===== config.mk =====
export PLATFORM = sky130hd
export DESIGN_NAME = gpio_irq_ctrl
export DESIGN_NICKNAME = d
export VERILOG_FILES = /design/src/rtl/gpio_irq_ctrl.sv
export SDC_FILE = /design/constraint.sdc
export NUM_CORES = 1
export LEC_CHECK = 0
export BUFFER_PORTS_ARGS = -buffer_cell sky130_fd_sc_hd__buf_2
export CAP_MARGIN = 25
export CELL_PAD_IN_SITES_DETAIL_PLACEMENT = 1
export CELL_PAD_IN_SITES_GLOBAL_PLACEMENT = 2
export CORE_MARGIN = 3
export CORE_UTILIZATION = 42
export CTS_CLUSTER_SIZE = 20
export DETAILED_ROUTE_END_ITERATION = 6
export GPL_TIMING_DRIVEN = 1
export PLACE_DENSITY_LB_ADDON = 0.15
export SLEW_MARGIN = 40
export SYNTH_ARGS = -nofsm -noshare
export SYNTH_HDL_FRONTEND = slang
export SYNTH_SLANG_ARGS = --single-unit

===== constraint.sdc =====
create_clock -name clk -period 3.35 [get_ports clk]
set_clock_uncertainty 0.2 [all_clocks]
set_input_delay 0.67 -clock clk [delete_from_list [all_inputs] [get_ports clk]]
set_output_delay 0.67 -clock clk [all_outputs]
set_load 0.005 [all_outputs]

===== src/rtl/gpio_irq_ctrl.sv =====
module gpio_irq_ctrl #(
  parameter int LINES       = 8,
  parameter int SYNC_STAGES = 2,
  parameter int AW          = 3
) (
  input  logic             clk,
  input  logic             rst_n,
  input  logic [LINES-1:0] pin_in,
  input  logic             bus_sel,
  input  logic             bus_wr,
  input  logic [AW-1:0]    bus_addr,
  input  logic [LINES-1:0] bus_wdata,
  output logic [LINES-1:0] bus_rdata,
  output logic             irq_out
);

  localparam logic [AW-1:0] A_SENSE = AW'(0);
  localparam logic [AW-1:0] A_BOTH  = AW'(1);
  localparam logic [AW-1:0] A_POL   = AW'(2);
  localparam logic [AW-1:0] A_EN    = AW'(3);
  localparam logic [AW-1:0] A_RAW   = AW'(4);
  localparam logic [AW-1:0] A_MASK  = AW'(5);
  localparam logic [AW-1:0] A_CLR   = AW'(6);

  logic [LINES-1:0] sync_q [SYNC_STAGES];
  logic [LINES-1:0] pin_s, prev_q;
  logic [LINES-1:0] sense_q, both_q, pol_q, en_q;
  logic [LINES-1:0] lat_q, evt, raw, masked, clr_vec;
  logic             wr_hit;

  always_ff @(posedge clk or negedge rst_n) begin
    if (!rst_n) begin
      for (int k = 0; k < SYNC_STAGES; k++) sync_q[k] <= '0;
      prev_q <= '0;
    end else begin
      sync_q[0] <= pin_in;
      for (int k = 1; k < SYNC_STAGES; k++) sync_q[k] <= sync_q[k-1];
      prev_q <= pin_s;
    end
  end

  assign pin_s  = sync_q[SYNC_STAGES-1];
  assign wr_hit = bus_sel & bus_wr;
  assign clr_vec = (wr_hit && bus_addr == A_CLR) ? bus_wdata : '0;

  always_ff @(posedge clk or negedge rst_n) begin
    if (!rst_n) begin
      sense_q <= '0;
      both_q  <= '0;
      pol_q   <= '0;
      en_q    <= '0;
    end else if (wr_hit) begin
      case (bus_addr)
        A_SENSE: sense_q <= bus_wdata;
        A_BOTH:  both_q  <= bus_wdata;
        A_POL:   pol_q   <= bus_wdata;
        A_EN:    en_q    <= bus_wdata;
        default: ;
      endcase
    end
  end

  for (genvar i = 0; i < LINES; i++) begin : g_line
    logic rise, fall;
    assign rise   = pin_s[i] & ~prev_q[i];
    assign fall   = ~pin_s[i] & prev_q[i];
    assign evt[i] = ~sense_q[i] & (both_q[i] ? (rise | fall) : (pol_q[i] ? rise : fall));

    always_ff @(posedge clk or negedge rst_n) begin
      if (!rst_n)          lat_q[i] <= 1'b0;
      else if (evt[i])     lat_q[i] <= 1'b1;
      else if (clr_vec[i]) lat_q[i] <= 1'b0;
    end

    assign raw[i] = sense_q[i] ? ~(pin_s[i] ^ pol_q[i]) : lat_q[i];
  end

  assign masked  = raw & en_q;
  assign irq_out = |masked;

  always_comb begin
    bus_rdata = '0;
    if (bus_sel) begin
      case (bus_addr)
        A_SENSE: bus_rdata = sense_q;
        A_BOTH:  bus_rdata = both_q;
        A_POL:   bus_rdata = pol_q;
        A_EN:    bus_rdata = en_q;
        A_RAW:   bus_rdata = raw;
        A_MASK:  bus_rdata = masked;
        default: bus_rdata = '0;
      endcase
    end
  end

endmodule


* Word-level counts from Yosys, hierarchy flattened *
Cells that the tools add are included.

operators by class
  reductions and logical operators = 15
  bitwise logic cells = 74
  equality and inequality tests = 6
  muxes and demuxes = 43

operator list
  operator              number
  $pmux W8 S6           1
  $mux W1               40
  $not A1 Y1            32
  $and A1 B1 Y1         25
  $mux W8               2
  $reduce_bool A2 Y1    8
  $eq A3 B3 Y1 const B  3
  $and A8 B8 Y8         1
  $or A1 B1 Y1          8
  $reduce_and A2 Y1     4
  $reduce_or A8 Y1      1
  $xor A1 B1 Y1         8
  $eq A3 B2 Y1 const B  2
  $eq A3 B1 Y1 const B  1
  $logic_not A3 Y1      1
  $logic_and A1 B1 Y1   1

word-level totals
  output and inout port bits = 9
  bits of input ports = 23
  bits in registers = 64

* Depth between registers and ports, before layout *
  depth in word-level cells = 6
  depth in mapped cells = 7
  mapped depth without buffers = 5

* Least setup slack after synthesis *
No wires, ideal clock.

  path type = input to output
  start = input port bus_addr[1]
  end = output port bus_rdata[1]
  path slack = 858 ps
  arrival = 1622 ps
  stages on the path = 5
  required time = 2480 ps
  path buffers = 1
  cell sequence = buf_6 -> mux4_1 -> inv_1 -> o32ai_1 -> and2_1

on the way
  longest elaborated chain between the ends = 3

RTL lines
  item                                        RTL line  source
  start: declaration                          11        input logic [AW-1:0] bus_addr,
  $eq A3 B3 Y1, or another cell as far along  84        case (bus_addr)
  $pmux W8 S6 *                               84
  $mux W8 *                                   83        if (bus_sel) begin
  end: declaration                            13        output logic [LINES-1:0] bus_rdata,

Mark *: on every way between the ends. The rest lies on a longest branch, timed or not.

* Worst setup path after layout *
  start = input port bus_addr[1]
  end = output port bus_rdata[7]

The elaborated chain is that of the path after synthesis.

==> flow_summary.ini <==
[clock_tree]
clock-sinks = 64
insertion_delay_ps = 330
post_cts_buffers = 0
cts_root_buffer = clkbuf_8
clk_path_buf_depth = 2
cts_buffers = 9
cts_max_level = 3
cts_tree = done
path_clk_slew_ps = 70
postCtsHoldBufs = 0
cts_resized = 0

[global_route]
overflow = 0
antenna_found_initial = 0
grt_usage_pct = 18.75
grt_first_pass_wirelength_mm = 12.41
grt_pass1_vias = 2395
grt_max_degree = 35

[sta]
slew_viol_final = 0
finalHoldViolCount = 0
timing.setup.tns_ps = 0
worst_slew_margin_rel_pct = 57.37
fin_crit_sh_pct = 86.01
rsz0062_at_grt = false
layout_setup_ws_ps = 468.6
min_period_ps = 2881
fmax_mhz = 347.1
worst_pin_slew_ps = 637.3
setup_viol = 0

[detailed_routing]
avgRoutedWirePerCell_um = 17.01
first_pass_iters = 5
drc_errors = 0
antenna_left = 0
vias_per_cell = 5.228
num_vias = 2248
initialDrtViolationCount = 42
drt-total-wl_mm = 7.316

[logic_synthesis]
yosysSeqAreaShare_pct = 48.58
synthFlopType = dfrtp_1
synth_area_um2 = 3297
synth_nets = 329
ys_ff_latch = 64
yosysWarnings = 0
syn_avg_cell_area_um2 = 11.37
synth_edf_count = 0
synth_cell_type_count = 36
netlist_instances = 290
async_flop_share_pct = 100.0

[critical_path]
path_max_fanout = 13
rr_worst_depth = 5
rrSetupSlack_ps = 1850
arrival_ps = 2010
r2r-start = pin_s[3]$_DFF_PN0_
end_kind = output port
crit_type = primary input to output port
required_ps = 2480
worstSetupEndpoint = bus_rdata[7]
rr_endpoint = lat_q[3]$_DFFE_PN0P_
startpoint = bus_addr[1]
critPathLaunchType = primary input

[pwr]
p_total_w = 0.002026
power_frac_comb_pct = 19.5
p_leak_nw = 1.727
clkPwrFrac_pct = 31.0
internal-power_w = 0.001439
switching_power_w = 0.0005874
swShare_pct = 28.99
power.density_nw_per_um2 = 545.4
ir_worst_vdd_v = 0.0002158
seq_power_share_pct = 49.5

[hold_path]
hp-class = primary input to async pin

[placement]
place_ws_ps = 443.6
hpwl_mm = 5.268
gp_congestion = 0.7379
port_buffers = 31

[status]
status = finished, final reports clean

[floorplan]
core.rowCount = 31
start_util_pct = 44.27
die_h_um = 94.60
dieWidth_um = 94.60
core_um2 = 7447
ioPinCount = 32
die_area_um2 = 8949

[layout]
num_antenna_cells = 0
fill_cells = 830
syn2layout_area_growth_pct = 12.68
drive_above_1_share_pct = 26.59
nets = 365

[run]
maxCapViolCount = 0
## cells by family after synthesis
group / after synthesis / share of synthesized area (%)
adder cells (fa/ha/maj): 16 / 6.072
flip-flops: 64 / 48.58
AO/OA/AOI/OAI: 52 / 9.868
AND/OR/NAND/NOR: 68 / 11.46
multiplexers: 39 / 15.98
XOR/XNOR: 8 / 2.125
buffers and inverters: 43 / 5.920
## power groups by stage
stage | logic [W] | registers [W] | clock network, W
floorplan | 0.000301 | 0.000978 | 0
global placement | 0.000390 | 0.00101 | 0
detailed placement | 0.000401 | 0.00102 | 0
CTS | 0.000403 | 0.00100 | 0.000649
global route | 0.000452 | 0.00102 | 0.000690
finish | 0.000396 | 0.00100 | 0.000628
## flip-flops by register name, summed over array words and instances (netlist names)
register / count
sense_q: 8
sync_q: 8
lat_q: 8
pin_s: 8
prev_q: 8
pol_q: 8
both_q: 8
en_q: 8
## cells in the final DEF (no fill, tap or decap), types with 5 or more instances in the layout
cell      instances
xnor2_1           8
o32ai_1           7
buf_2            30
nand2_1          27
mux2i_1           8
mux4_2            6
inv_1            34
o21ai_0          33
dfrtp_1          64
and2_1            8
mux2_2           23
nor2b_1           7
nand3_1           9
ha_1             16
o21ai_2           8
clkbuf_8          9
nand3b_1          5
## layer usage
metal / share of wire, % / up-vias / GRT usage (%)
met2: 49 / 30 / 31.47
met3: 3.1 / 7 / 3.347
met1: 47 / 1145 / 23.95
met5: 0 / - / 0
met4: 1.3 / 0 / 7.572
li1: - / 1066 / -
## cell usage after synthesis (3+ instances only)
cell type	count	area, µm²
and2_1	8	50.05
nor2b_1	7	43.79
nand2_1	27	101.4
inv_1	34	127.6
o21ai_0	33	165.2
o32ai_1	7	61.31
mux4_2	6	135.1
nand3b_1	5	37.54
nand3_1	9	45.04
mux2i_1	8	80.08
ha_1	16	200.2
dfrtp_1	64	1602
buf_6	3	33.78
xnor2_1	8	70.07
o21ai_2	8	70.07
mux2_2	23	259.0
## through the flow
stage | cell area, µm² | hold slack (ps) | util, % | cells
after global placement | 3531 | 132.0 | 47.41 | 414
after CTS | 3711 | 151.5 | 49.83 | 430
after floorplan | 3297 | 131.2 | - | 290
after detailed placement | 3531 | 137.3 | 47.41 | 414
after global routing | 3715 | 97.28 | 49.88 | 430
final | 3715 | 80.46 | 49.88 | 430
## how the worst min path moves through the flow
stage                                 to                 start  cells past startpoint
finish              sync_q[15]$_DFF_PN0_                 rst_n                      1
global route          pin_s[7]$_DFF_PN0_                 rst_n                      1
floorplan             pin_s[0]$_DFF_PN0_   sync_q[8]$_DFF_PN0_                      0
CTS                   pin_s[5]$_DFF_PN0_  sync_q[13]$_DFF_PN0_                      0
global placement      pin_s[5]$_DFF_PN0_  sync_q[13]$_DFF_PN0_                      0
detailed placement    pin_s[7]$_DFF_PN0_  sync_q[15]$_DFF_PN0_                      0
## worst max-delay path: stages
cell and delay, ps:
buf_2 310, mux4_1 610, inv_1 70, o32ai_1 70
and2_1 170, buf_2 120
## cell type report
cell class	instances	area (µm²)	area share, %
clock buffers	12	135.1	3.638
clock inverters	4	45.04	1.213
inverters	34	127.6	3.435
multi-input cells	183	1501	40.42
flip-flops and latches	64	1602	43.11
well taps	99	123.9	3.334
repair buffers	34	180.2	4.850
(Power assumes the default switching activity.)
